==> src/rtl/ide_pio_pkg.sv <==
package ide_pio_pkg;
   localparam int TIM_W         = 16;
   localparam int DATA_W        = 16;
   localparam int ADDR_W        = 16;
   localparam int DRIVES        = 2;
   localparam int NIB_W         = 4;
   localparam int BIT_ENABLE    = 15;
   localparam int BIT_SECONDARY = 14;
   localparam int ISP_LSB       = 12;
   localparam int REC_LSB       = 8;
   localparam int NIB_FAST      = 0;
   localparam int NIB_IORDY     = 1;
   localparam int FAST_ISP_MAX  = 5;
   localparam int FAST_REC_MAX  = 4;
   localparam int DRVSEL_BIT    = 4;
   localparam logic [2:0] DRVHEAD_OFS = 3'd6;
   localparam logic [2:0] CTL_DA      = 3'd6;

   typedef enum logic [1:0] {
      ST_IDLE    = 2'd0,
      ST_ACTIVE  = 2'd1,
      ST_RECOVER = 2'd2
   } cyc_state_e;
endpackage

==> src/rtl/ide_addr_decode.sv <==
module ide_addr_decode
   import ide_pio_pkg::*;
(
   input  logic              enable,
   input  logic              secondary,
   input  logic [ADDR_W-1:0] addr,
   output logic              cmd_hit,
   output logic              ctl_hit,
   output logic [2:0]        da,
   output logic              wide,
   output logic [3:0]        irq_num
);
   localparam logic [ADDR_W-1:0] PRI_CMD = 16'h01F0;
   localparam logic [ADDR_W-1:0] SEC_CMD = 16'h0170;
   localparam logic [ADDR_W-1:0] PRI_CTL = 16'h03F6;
   localparam logic [ADDR_W-1:0] SEC_CTL = 16'h0376;

   logic [ADDR_W-1:0] cmd_base, ctl_addr;

   always_comb begin
      cmd_base = secondary ? SEC_CMD : PRI_CMD;
      ctl_addr = secondary ? SEC_CTL : PRI_CTL;
      cmd_hit  = enable && (addr[ADDR_W-1:3] == cmd_base[ADDR_W-1:3]);
      ctl_hit  = enable && (addr == ctl_addr);
      da       = cmd_hit ? addr[2:0] : CTL_DA;
      wide     = cmd_hit && (addr[2:0] == 3'd0);
      irq_num  = !enable ? 4'd0 : (secondary ? 4'd15 : 4'd14);
   end
endmodule

==> src/rtl/ide_timing_select.sv <==
module ide_timing_select
   import ide_pio_pkg::*;
#(
   parameter int CNT_W          = 4,
   parameter int COMPAT_ACTIVE  = 12,
   parameter int COMPAT_RECOVER = 8
) (
   input  logic [DRIVES-1:0] fast_bits,
   input  logic [DRIVES-1:0] iordy_bits,
   input  logic [1:0]        isp_code,
   input  logic [1:0]        rec_code,
   input  logic              drv_sel,
   output logic [CNT_W-1:0]  act_len,
   output logic [CNT_W-1:0]  rec_len,
   output logic              wait_en
);
   logic [CNT_W-1:0] bank_act, bank_rec;

   always_comb begin
      bank_act = CNT_W'(FAST_ISP_MAX - int'(isp_code));
      bank_rec = CNT_W'(FAST_REC_MAX - int'(rec_code));
      if (fast_bits[drv_sel]) begin
         act_len = bank_act;
         rec_len = bank_rec;
      end else begin
         act_len = CNT_W'(COMPAT_ACTIVE);
         rec_len = CNT_W'(COMPAT_RECOVER);
      end
      wait_en = fast_bits[drv_sel] & iordy_bits[drv_sel];
   end
endmodule

==> src/rtl/ide_cycle_fsm.sv <==
module ide_cycle_fsm
   import ide_pio_pkg::*;
#(
   parameter int CNT_W         = 4,
   parameter int IORDY_TIMEOUT = 64,
   parameter int WAIT_W        = 7
) (
   input  logic              clk,
   input  logic              rst_n,
   input  logic              start,
   input  logic              is_write,
   input  logic              sel_cmd,
   input  logic [2:0]        da_in,
   input  logic              wide,
   input  logic [DATA_W-1:0] wdata,
   input  logic [CNT_W-1:0]  act_len,
   input  logic [CNT_W-1:0]  rec_len,
   input  logic              wait_en,
   input  logic              iordy,
   input  logic [DATA_W-1:0] dd_in,
   output logic              ready,
   output logic              done,
   output logic [DATA_W-1:0] rdata,
   output logic              cs0_n,
   output logic              cs1_n,
   output logic [2:0]        da,
   output logic              dior_n,
   output logic              diow_n,
   output logic [DATA_W-1:0] dd_out,
   output logic              dd_oe
);
   localparam int HALF = DATA_W / 2;

   cyc_state_e        state;
   logic [CNT_W-1:0]  cnt, act_q, rec_q;
   logic [WAIT_W-1:0] wcnt;
   logic              wr_q, cmd_q, wide_q, wait_q;
   logic [DATA_W-1:0] wdata_q;

   always_ff @(posedge clk) begin
      if (!rst_n) begin
         state   <= ST_IDLE;
         cnt     <= '0;
         wcnt    <= '0;
         act_q   <= '0;
         rec_q   <= '0;
         wr_q    <= 1'b0;
         cmd_q   <= 1'b0;
         wide_q  <= 1'b0;
         wait_q  <= 1'b0;
         wdata_q <= '0;
         da      <= '0;
         done    <= 1'b0;
         rdata   <= '0;
      end else begin
         done <= 1'b0;
         case (state)
            ST_IDLE: if (start) begin
               state   <= ST_ACTIVE;
               cnt     <= CNT_W'(1);
               wcnt    <= '0;
               act_q   <= act_len;
               rec_q   <= rec_len;
               wr_q    <= is_write;
               cmd_q   <= sel_cmd;
               wide_q  <= wide;
               wait_q  <= wait_en;
               wdata_q <= wdata;
               da      <= da_in;
            end
            ST_ACTIVE: begin
               if (cnt != act_q) begin
                  cnt <= cnt + CNT_W'(1);
               end else if (wait_q && !iordy && (wcnt != WAIT_W'(IORDY_TIMEOUT))) begin
                  wcnt <= wcnt + WAIT_W'(1);
               end else begin
                  state <= ST_RECOVER;
                  cnt   <= CNT_W'(1);
                  done  <= 1'b1;
                  if (!wr_q)
                     rdata <= wide_q ? dd_in : {{HALF{1'b0}}, dd_in[HALF-1:0]};
               end
            end
            ST_RECOVER: begin
               if (cnt == rec_q) state <= ST_IDLE;
               else              cnt   <= cnt + CNT_W'(1);
            end
            default: state <= ST_IDLE;
         endcase
      end
   end

   always_comb begin
      ready  = (state == ST_IDLE);
      cs0_n  = !((state != ST_IDLE) && cmd_q);
      cs1_n  = !((state != ST_IDLE) && !cmd_q);
      dior_n = !((state == ST_ACTIVE) && !wr_q);
      diow_n = !((state == ST_ACTIVE) && wr_q);
      dd_oe  = (state == ST_ACTIVE) && wr_q;
      dd_out = wide_q ? wdata_q : {{HALF{1'b0}}, wdata_q[HALF-1:0]};
   end
endmodule

==> src/rtl/legacy_ide_pio_engine.sv <==
module legacy_ide_pio_engine
   import ide_pio_pkg::*;
#(
   parameter int COMPAT_ACTIVE  = 12,
   parameter int COMPAT_RECOVER = 8,
   parameter int IORDY_TIMEOUT  = 64
) (
   input  logic              clk,
   input  logic              rst_n,
   input  logic              cfg_wr_en,
   input  logic [TIM_W-1:0]  cfg_wr_data,
   output logic [TIM_W-1:0]  cfg_rd_data,
   input  logic              host_req,
   input  logic              host_wr,
   input  logic [ADDR_W-1:0] host_addr,
   input  logic [DATA_W-1:0] host_wdata,
   output logic              host_ready,
   output logic              host_done,
   output logic [DATA_W-1:0] host_rdata,
   output logic [3:0]        irq_num,
   output logic              ide_cs0_n,
   output logic              ide_cs1_n,
   output logic [2:0]        ide_da,
   output logic              ide_dior_n,
   output logic              ide_diow_n,
   input  logic              ide_iordy,
   input  logic [DATA_W-1:0] ide_dd_in,
   output logic [DATA_W-1:0] ide_dd_out,
   output logic              ide_dd_oe
);
   localparam int MAX_A   = (COMPAT_ACTIVE > FAST_ISP_MAX) ? COMPAT_ACTIVE : FAST_ISP_MAX;
   localparam int MAX_R   = (COMPAT_RECOVER > FAST_REC_MAX) ? COMPAT_RECOVER : FAST_REC_MAX;
   localparam int MAX_LEN = (MAX_A > MAX_R) ? MAX_A : MAX_R;
   localparam int CNT_W   = $clog2(MAX_LEN + 1);
   localparam int WAIT_W  = $clog2(IORDY_TIMEOUT + 1);

   if (COMPAT_ACTIVE < 1 || COMPAT_RECOVER < 1) begin : g_bad_compat
      $error("compatible timing lengths must be at least one clock");
   end
   if (IORDY_TIMEOUT < 1) begin : g_bad_timeout
      $error("IORDY timeout must be at least one clock");
   end

   logic [TIM_W-1:0]  tim_q;
   logic              drv_sel_q;
   logic [DRIVES-1:0] fast_bits, iordy_bits;
   logic              cmd_hit, ctl_hit, wide, start, wait_en;
   logic [2:0]        dec_da;
   logic [CNT_W-1:0]  act_len, rec_len;

   for (genvar d = 0; d < DRIVES; d++) begin : g_drv
      assign fast_bits[d]  = tim_q[d*NIB_W + NIB_FAST];
      assign iordy_bits[d] = tim_q[d*NIB_W + NIB_IORDY];
   end

   assign start       = host_req && host_ready && (cmd_hit || ctl_hit);
   assign cfg_rd_data = tim_q;

   always_ff @(posedge clk) begin
      if (!rst_n) begin
         tim_q     <= '0;
         drv_sel_q <= 1'b0;
      end else begin
         if (cfg_wr_en) tim_q <= cfg_wr_data;
         if (start && host_wr && cmd_hit && (host_addr[2:0] == DRVHEAD_OFS))
            drv_sel_q <= host_wdata[DRVSEL_BIT];
      end
   end

   ide_addr_decode dec_i (
      .enable    (tim_q[BIT_ENABLE]),
      .secondary (tim_q[BIT_SECONDARY]),
      .addr      (host_addr),
      .cmd_hit   (cmd_hit),
      .ctl_hit   (ctl_hit),
      .da        (dec_da),
      .wide      (wide),
      .irq_num   (irq_num)
   );

   ide_timing_select #(
      .CNT_W          (CNT_W),
      .COMPAT_ACTIVE  (COMPAT_ACTIVE),
      .COMPAT_RECOVER (COMPAT_RECOVER)
   ) tsel_i (
      .fast_bits  (fast_bits),
      .iordy_bits (iordy_bits),
      .isp_code   (tim_q[ISP_LSB +: 2]),
      .rec_code   (tim_q[REC_LSB +: 2]),
      .drv_sel    (drv_sel_q),
      .act_len    (act_len),
      .rec_len    (rec_len),
      .wait_en    (wait_en)
   );

   ide_cycle_fsm #(
      .CNT_W         (CNT_W),
      .IORDY_TIMEOUT (IORDY_TIMEOUT),
      .WAIT_W        (WAIT_W)
   ) fsm_i (
      .clk      (clk),
      .rst_n    (rst_n),
      .start    (start),
      .is_write (host_wr),
      .sel_cmd  (cmd_hit),
      .da_in    (dec_da),
      .wide     (wide),
      .wdata    (host_wdata),
      .act_len  (act_len),
      .rec_len  (rec_len),
      .wait_en  (wait_en),
      .iordy    (ide_iordy),
      .dd_in    (ide_dd_in),
      .ready    (host_ready),
      .done     (host_done),
      .rdata    (host_rdata),
      .cs0_n    (ide_cs0_n),
      .cs1_n    (ide_cs1_n),
      .da       (ide_da),
      .dior_n   (ide_dior_n),
      .diow_n   (ide_diow_n),
      .dd_out   (ide_dd_out),
      .dd_oe    (ide_dd_oe)
   );
endmodule

==> config.mk <==
export PLATFORM = sky130hd
export DESIGN_NAME = legacy_ide_pio_engine
export DESIGN_NICKNAME = d
export VERILOG_FILES = /design/src/rtl/ide_pio_pkg.sv /design/src/rtl/ide_addr_decode.sv /design/src/rtl/ide_timing_select.sv /design/src/rtl/ide_cycle_fsm.sv /design/src/rtl/legacy_ide_pio_engine.sv
export SDC_FILE = /design/constraint.sdc
export NUM_CORES = 1
export LEC_CHECK = 0
export BUFFER_PORTS_ARGS = -buffer_cell sky130_fd_sc_hd__buf_2
export CAP_MARGIN = 20
export CORE_UTILIZATION = 45
export CTS_CLUSTER_SIZE = 30
export DETAILED_ROUTE_END_ITERATION = 16
export PLACE_DENSITY = 0.79
export SYNTH_ARGS = -nofsm -noshare
export SYNTH_HDL_FRONTEND = slang
export SYNTH_SLANG_ARGS = --single-unit
export TNS_END_PERCENT = 10
==> constraint.sdc <==
create_clock -name clk -period 2.1 [get_ports clk]
set_input_delay 0.315 -clock clk [delete_from_list [all_inputs] [get_ports clk]]
set_output_delay 0.315 -clock clk [all_outputs]
set_load 0.05 [all_outputs]
* Word-level counts from Yosys, hierarchy flattened
Index checks and enable logic that the tools add are counted.
Word-level totals: word-level logic and storage cells 102, input port bits 70, flip-flop bits (word level) 78
Operators by class: mux-type cells 28, equality and inequality tests 15, $add $sub $neg 4, bitwise logic cells 6, reductions and logical operators 33, $lt $le $gt $ge 1
Operators by type and width (count):
- 16-bit 2-to-1 mux | 2
- 4-bit 2-to-1 mux | 7
- 7-bit 2-to-1 mux | 3
- 16-bit == test | 1
- 8-bit 2-to-1 mux | 2
- 4-bit AND reduction | 4
- 1-bit logical AND | 14
- 7-bit case mux with 2 select lines | 1
- 13-bit == test | 1
- 4-bit case mux with 3 select lines | 1
- 2-bit 2-to-1 mux | 4
- 3-bit by 2-bit subtractor with 4-bit output, first input constant | 2
- 7-bit by 1-bit adder with 7-bit output, second input constant | 1
- 1-bit logical NOT | 7
- 7-bit != test, second input constant | 1
- 1-bit 2-to-1 mux | 6
- 2-bit by 1-bit != test with 1-bit output, second input constant | 3
- 2-bit != test, second input constant | 3
- 2-bit case mux with 3 select lines | 1
- 1-bit NOT | 5
- 4-bit by 1-bit adder with 4-bit output, second input constant | 1
- 4-bit == test | 1
- 4-bit != test | 1
- 2-bit nonzero test | 2
- other kinds (13) | 13

* Longest topological paths before layout
Gate-level depths: netlist of run 1.
depth after elaboration 8, mapped depth 10, gate-level depth less buffers 7

* Cells and area by module
Synthesis of run 1 repeated with hierarchy kept, for this count alone.
Unflattened totals: cells, all modules 442, area, all modules 3902.5 µm²
By module, submodules not included:
- ide_cycle_fsm | area an instance 2994.1 µm², instances 1, cells an instance 351, sequential area each 1221.2 µm²
- legacy_ide_pio_engine | area an instance 681.9 µm², instances 1, cells an instance 58, sequential area each 340.3 µm²
- ide_addr_decode | area an instance 138.9 µm², instances 1, cells an instance 19, sequential area each 0.0 µm²
- ide_timing_select | area an instance 87.6 µm², instances 1, cells an instance 14, sequential area each 0.0 µm²

* Least setup slack after synthesis of run 1
Ideal clock, no wire load.
path type register to register, from reg fsm_i.state[0], to reg fsm_i.state[0], arrival 2.301 ns, slack -0.286 ns, required time 2.014 ns, stages on the path, launching flop included 10, cells stage by stage dfxtp_1 > inv_1 > ha_1 > buf_2 > and3_1 > nand3_1 > or2_2 > clkbuf_1 > a211o_1 > a211oi_1
On the way: word-level cells in the longest chain between the ends 5, elaborated cells on any way between the ends 11, those cells by class eq/ne (6); mux (1); reduce/logical (4)
RTL lines:
- start: declaration | line ide_cycle_fsm.sv:34 | cyc_state_e state;
- start signal: assignment | line ide_cycle_fsm.sv:42 | state <= ST_IDLE;
- start signal: assignment | line ide_cycle_fsm.sv:59 | state <= ST_ACTIVE;
- start signal: assignment | line ide_cycle_fsm.sv:77 | state <= ST_RECOVER;
- 2-bit logical NOT (*) | line ide_cycle_fsm.sv:94 | ready = (state == ST_IDLE);
- via host_ready | line legacy_ide_pio_engine.sv:17 | output logic host_ready,
- 1-bit logical AND (2 in a row) | line legacy_ide_pio_engine.sv:56 | assign start = host_req && host_ready && (cmd_hit || ctl_hit);
- 2-bit by 1-bit != test with 1-bit output (no source line)
- 4-bit AND reduction (no source line)
The timed path passes the listed nets; every way through them passes the cells marked *. A chain may end at the register's enable or synchronous reset.

* Worst setup path in the final report of run 1
from reg fsm_i.wcnt[0], to reg fsm_i.cnt[0]
On the way: word-level cells in the longest chain between the ends 4
RTL lines:
- start: declaration | line ide_cycle_fsm.sv:36 | logic [WAIT_W-1:0] wcnt;
- start signal: assignment | line ide_cycle_fsm.sv:75 | wcnt <= wcnt + WAIT_W'(1);
- 7-bit != test | line ide_cycle_fsm.sv:74 | end else if (wait_q && !iordy && (wcnt != WAIT_W'(IORDY_TIMEOUT))) begin
- 1-bit logical AND | line ide_cycle_fsm.sv:74
- 3-bit by 2-bit != test with 1-bit output (no source line)
- 4-bit AND reduction (no source line)
- end signal: assignment | line ide_cycle_fsm.sv:73 | cnt <= cnt + CNT_W'(1);
- end signal: assignment | line ide_cycle_fsm.sv:86 | else cnt <= cnt + CNT_W'(1);
- end: declaration | line ide_cycle_fsm.sv:35 | logic [CNT_W-1:0] cnt, act_q, rec_q;
No other way between the ends.

==> results of run 1 <==
-- state kept, by name, summed over array words and instances, names as in the netlist --
name	count
fsm_i.done	1
fsm_i.state	2
fsm_i.wcnt	7
fsm_i.wide_q	1
fsm_i.act_q	3
fsm_i.wait_q	1
cfg_rd_data	16
fsm_i.wr_q	1
fsm_i.wdata_q	16
fsm_i.da	3
fsm_i.cmd_q	1
drv_sel_q	1
fsm_i.cnt	4
fsm_i.rdata	16
fsm_i.rec_q	4
-- area by class of cell --
type | count | area, um2
fillers | 703 | 3100
multi-input cells | 296 | 1850
flip-flops and latches | 77 | 1540
repair buffers | 149 | 831
clock buffers | 10 | 128
well taps | 102 | 128
clock inverters | 4 | 98.8
inverters | 14 | 52.6
-- metal layers --
metal,track usage,wire (um),part of all wire,up-vias
met2,0.393,4640,0.51,107
met3,0.0578,566,0.062,15
met5,0,0,0,-
met4,0.0780,126,0.014,0
met1,0.250,3840,0.42,1572
li1,-,-,-,1705
-- layout by cell type, fill, tap and decap left out, types with 4 or more instances in the layout --
master,instances
o221ai_1,4
buf_4,16
nand2_1,74
dfxtp_1,76
mux2i_1,21
nand3_1,27
nor4b_1,4
buf_2,130
and2_1,10
o211ai_1,5
nand4_1,5
or3_1,4
o21ai_0,4
and3_1,7
inv_1,12
ha_1,6
clkbuf_8,9
a21oi_1,47
xor2_1,6
nor2_1,22
-- worst max path at each step --
stage / start / endpoint / slack [ns] / depth (start not counted)
floorplan: fsm_i.state[1] / fsm_i.state[0] / 0.01 / 9
global placement: fsm_i.wcnt[0] / fsm_i.cnt[0] / 0.12 / 7
detailed placement: fsm_i.wcnt[0] / fsm_i.wcnt[3] / 0.009 / 8
CTS: fsm_i.wcnt[0] / fsm_i.wcnt[3] / 0.02 / 8
global route: fsm_i.wcnt[0] / fsm_i.wcnt[4] / -0.06 / 8
finish: fsm_i.wcnt[0] / fsm_i.cnt[0] / 0.07 / 7
-- per-stage QoR --
step / power [mW] / std cells / instance area [um2]
detailed placement: 1.78 / 638 / 4370
floorplan: 1.68 / 426 / 3630
CTS: 3.07 / 652 / 4610
global route: 3.15 / 652 / 4630
finish: 3.04 / 652 / 4630
global placement: 1.77 / 638 / 4370
-- power by group --
part | internal (mW) | switching, mW
Combinational | 0.0931 | 0.161
Clock | 0.779 | 0.518
Sequential | 1.48 | 0.0153
Total | 2.35 | 0.694
-- worst max-delay path, cell delays in order, from the launching register on --
cell,delay [ns]
dfxtp_1,0.34
inv_1,0.08
ha_1,0.15
nor4b_4,0.23
a2111oi_2,0.13
a221o_1,0.38
or4b_1,0.50
o211a_1,0.14
-- cells by family after synthesis --
logic type / count (synthesis) / share of synthesized area
simple gates: 177 / 0.247
compound gates: 80 / 0.141
flops: 77 / 0.427
buf+inv: 53 / 0.0731
mux: 23 / 0.0644
xor+xnor: 8 / 0.0194
fa+ha+maj: 8 / 0.0277
-- timing repair --
action,4_1_cts,5_1_grt
hold buffers,0,0
resized for setup,1,7
endpoints found under the setup margin,1,24
==> results.json, run 1 <==
{
  "drt_iter0_drc": 166,
  "p_leak_nw": 2.10,
  "synth_top_area_frac": 0.427,
  "grt_overflow": 0,
  "die_x_um": 91.6,
  "post_cts.repair.setup_buffers": 0,
  "fin_setup_tns_ns": 0,
  "grt_pass1_wl_um": 14900,
  "grt_antenna_before_repair": 0,
  "yosysSeqAreaShare": 0.427,
  "slew_headroom": 0.610,
  "slew_violations": 0,
  "synth_edf_count": 0,
  "insertedDiodeCount": 0,
  "min_period_over_period": 0.968,
  "r2r_end": "fsm_i.cnt[0]",
  "synth_top_cell_by_area": "dfxtp_1",
  "vias": 3399,
  "status": "finished clean",
  "clockBufferDepth": 2,
  "first_pass_iters": 4,
  "core_area_um2": 7730,
  "min_period_ns": 2.03,
  "hold_class": "primary input to flop",
  "cp_max_fo": 4,
  "cp_data_arrival_time_ns": 2.27,
  "min_delay_worst_endpoint": "fsm_i.wdata_q[8]",
  "dieHeight_um": 91.6,
  "cts_num_sinks": 77,
  "hp-start": "host_wdata[8]",
  "start_kind": "flop",
  "ys_top_cells_by_count": "dfxtp_1, nand2_1, a21oi_1",
  "drc": 0,
  "critical_path_class": "flop to flop",
  "die_area_um2": 8390,
  "layout-drive-gt1-share": 0.329,
  "drt_wl_total_um": 9170,
  "post-place-ws_ns": 0.00919,
  "placement.io_buffers": 131,
  "grt_max_degree": 49,
  "final_util": 0.599,
  "drtAntennaViolNets": 0,
  "area_delta_synth_final_pct": 28.2,
  "clock_latency_ns": 0.35,
  "critPathRequiredTime_ns": 2.34,
  "root_buffer": "clkbuf_8",
  "whs_path_depth": 3,
  "hold_violations": 0,
  "grtUsageTotal": 0.220,
  "worst_pin_slew_ns": 0.585,
  "fmax_ghz": 0.492,
  "synth_area_per_cell_um2": 8.48,
  "cp-end-kind": "flop",
  "cts_tree": "yes",
  "synthArstFlopShare": 0,
  "yosysUniqueCellTypes": 55,
  "drv_cap": 0,
  "yosysWarnings": 0,
  "dp_hpwl_um": 6850,
  "r2r_setup_slack_ns": 0.07,
  "grt_pass1_vias": 3353,
  "start_util": 0.467,
  "ys_top_cells_by_area": "dfxtp_1, nand2_1, a21oi_1",
  "timing.rr.start": "fsm_i.wcnt[0]",
  "synthCells": 426,
  "reg2regPathDepth": 7,
  "synth_fp_nets": 504,
  "powerDensity_nw_per_um2": 657,
  "fin_ws_ns": 0.0673,
  "hold_ws_ns": 0.200,
  "fin_skew_ns": 0.00805,
  "routed_via_density": 5.21,
  "synth_seq_cells": 77,
  "cts_buffers": 9,
  "yosysMostFrequentCell": "dfxtp_1",
  "cts.clk_slew.worst_paths_ns": 0.08,
  "layout.nets": 625,
  "h-tree-depth": 3,
  "ir_drop_mv": 0.663,
  "synthFlopType": "dfxtp_1",
  "synth_area_um2": 3610,
  "gp_congestion": 0.856,
  "setup_viol": 0,
  "wl_per_cell_um": 14.1,
  "io-pin-count": 132,
  "std_cell_rows": 32,
  "rsz0062_at_grt": "true"
}
(Power assumes the default switching activity.)
==> inputs of run 2 (changes only) <==
--- a/config.mk
+++ b/config.mk
@@ -7,6 +7,7 @@
 export LEC_CHECK = 0
 export BUFFER_PORTS_ARGS = -buffer_cell sky130_fd_sc_hd__buf_2
 export CAP_MARGIN = 20
+export CORE_ASPECT_RATIO = 0.75
 export CORE_UTILIZATION = 45
 export CTS_CLUSTER_SIZE = 30
 export DETAILED_ROUTE_END_ITERATION = 16
==> results.json, run 2 (synthesis results as in run 1) <==
{
  "fin_skew_ns": 0.0109,
  "layout-drive-gt1-share": 0.339,
  "grt_max_degree": 61,
  "grtUsageTotal": 0.229,
  "cts_buffers": 9,
  "critical_path_buf_inv_count": 1,
  "startpoint": "fsm_i.wcnt[0]",
  "drv_cap": 0,
  "slew_headroom": 0.586,
  "slowest_delay_ns": 0.51,
  "post-place-ws_ns": -0.0583,
  "status": "finished with violations",
  "placement.io_buffers": 131,
  "grt_antenna_before_repair": 0,
  "drt_wl_total_um": 9230,
  "cts_num_sinks": 77,
  "start_kind": "flop",
  "p_leak_nw": 2.11,
  "slowest_stage": "or4b_1",
  "dieHeight_um": 79.6,
  "core_area_um2": 7570,
  "cp-end-kind": "flop",
  "critPathRequiredTime_ns": 2.36,
  "cp_cell_sequence": "inv_1, ha_1, nor4b_4, a2111oi_4, a221o_1, or4b_1, o211a_1",
  "drtAntennaViolNets": 0,
  "final_util": 0.617,
  "drt_iter0_drc": 258,
  "insertedDiodeCount": 0,
  "setup_viol": 1,
  "mostFrequentLayoutCell": "buf_2",
  "hold_violations": 0,
  "h-tree-depth": 3,
  "fmax_ghz": 0.474,
  "area_delta_synth_final_pct": 29.2,
  "std_cell_rows": 27,
  "path_delay_family": "simple AND/OR/NAND/NOR gates",
  "crit_end": "fsm_i.cnt[0]",
  "first_pass_iters": 4,
  "hold_class": "primary input to flop",
  "min_period_over_period": 1.00,
  "grt_pass1_wl_um": 15300,
  "die_x_um": 105,
  "rsz0062_at_grt": "true",
  "fin_setup_tns_ns": -0.00855,
  "hp-start": "host_wdata[7]",
  "power_mw": 3.16,
  "r2r_setup_slack_ns": -0.009,
  "grt_pass1_vias": 3325,
  "cts_tree": "yes",
  "ir_drop_mv": 0.467,
  "routed_via_density": 5.30,
  "dp_hpwl_um": 6550,
  "powerDensity_nw_per_um2": 676,
  "place_inst": 637,
  "layout.cells.non_filler": 653,
  "root_buffer": "clkbuf_8",
  "r2r_end": "fsm_i.cnt[0]",
  "layout.nets": 625,
  "wl_per_cell_um": 14.1,
  "critical_path_class": "flop to flop",
  "cp_data_arrival_time_ns": 2.36,
  "gp_congestion": 0.869,
  "die_area_um2": 8390,
  "timing.rr.start": "fsm_i.wcnt[0]",
  "clockBufferDepth": 2,
  "vias": 3458,
  "reg2regPathDepth": 7,
  "clock_latency_ns": 0.35,
  "fin_area_um2": 4670,
  "cp.depth": 7,
  "hold_ws_ns": 0.191,
  "worst_pin_slew_ns": 0.620,
  "final_cell_mix": "buf_2, dfxtp_1, nand2_1",
  "fin_ws_ns": -0.00855,
  "cp_max_fo": 4,
  "cts.clk_slew.worst_paths_ns": 0.09,
  "violations": "negative setup slack",
  "grt_overflow": 0,
  "min_period_ns": 2.11,
  "slew_violations": 0,
  "drc": 0,
  "placed_area_um2": 4360,
  "io-pin-count": 132,
  "start_util": 0.477
}
[run 2: cell count changes in the layout (fill, tap and decap cells not counted), sizes merged]
cell and change:
clkbuf -1, clkinv -1, inv +4
[run 2: cell type report]
type                       count  area, um2
inverter                      14       52.6
fill                         629       2900
clock buffer                   9        124
tap                          101        126
multi-input combinational    296       1870
clock inverter                 7        128
timing repair buffer         149        822
sequential                    77       1540
[run 2: worst register-to-register path, delay by kind of cell (launching register included)]
family	cells	cell delay [ns]
adders and majority gates	1	0.15
AOI/OAI and AO/OA	3	0.64
and+or+nand+nor	2	0.80
DFF	1	0.34
buffers and inverters	1	0.08
[run 2: how the worst min path moves through the flow]
stage | cells after the start | endpoint
3_5_place_dp | 2 | fsm_i.wdata_q[9]
6_report | 3 | fsm_i.wdata_q[7]
5_1_grt | 3 | fsm_i.wdata_q[6]
4_1_cts | 3 | fsm_i.wdata_q[6]
2_1_floorplan | 2 | fsm_i.wdata_q[10]
3_3_place_gp | 2 | fsm_i.rdata[10]
[run 2: repair_timing]
| action | 4_1_cts | 5_1_grt |
|---|---|---|
| gates resized for setup | 4 | 8 |
| buffers inserted | 0 | 0 |
| hold buffers | 0 | 0 |
| gates cloned | 0 | 0 |
| setup endpoints to repair | 22 | 29 |
| pin swaps | 0 | 1 |
[run 2: per-layer routing]
layer,wire length (um),track usage,up-vias
met5,0,0,-
met4,134,0.0831,0
met2,4090,0.366,149
met3,798,0.0669,15
met1,4210,0.295,1590
li1,-,-,1704
[run 2: power by group]
part	internal (mW)	switching, mW	total (mW)
logic	0.0931	0.161	0.254
clock network	0.811	0.599	1.41
registers	1.48	0.0151	1.49
total	2.38	0.775	3.16
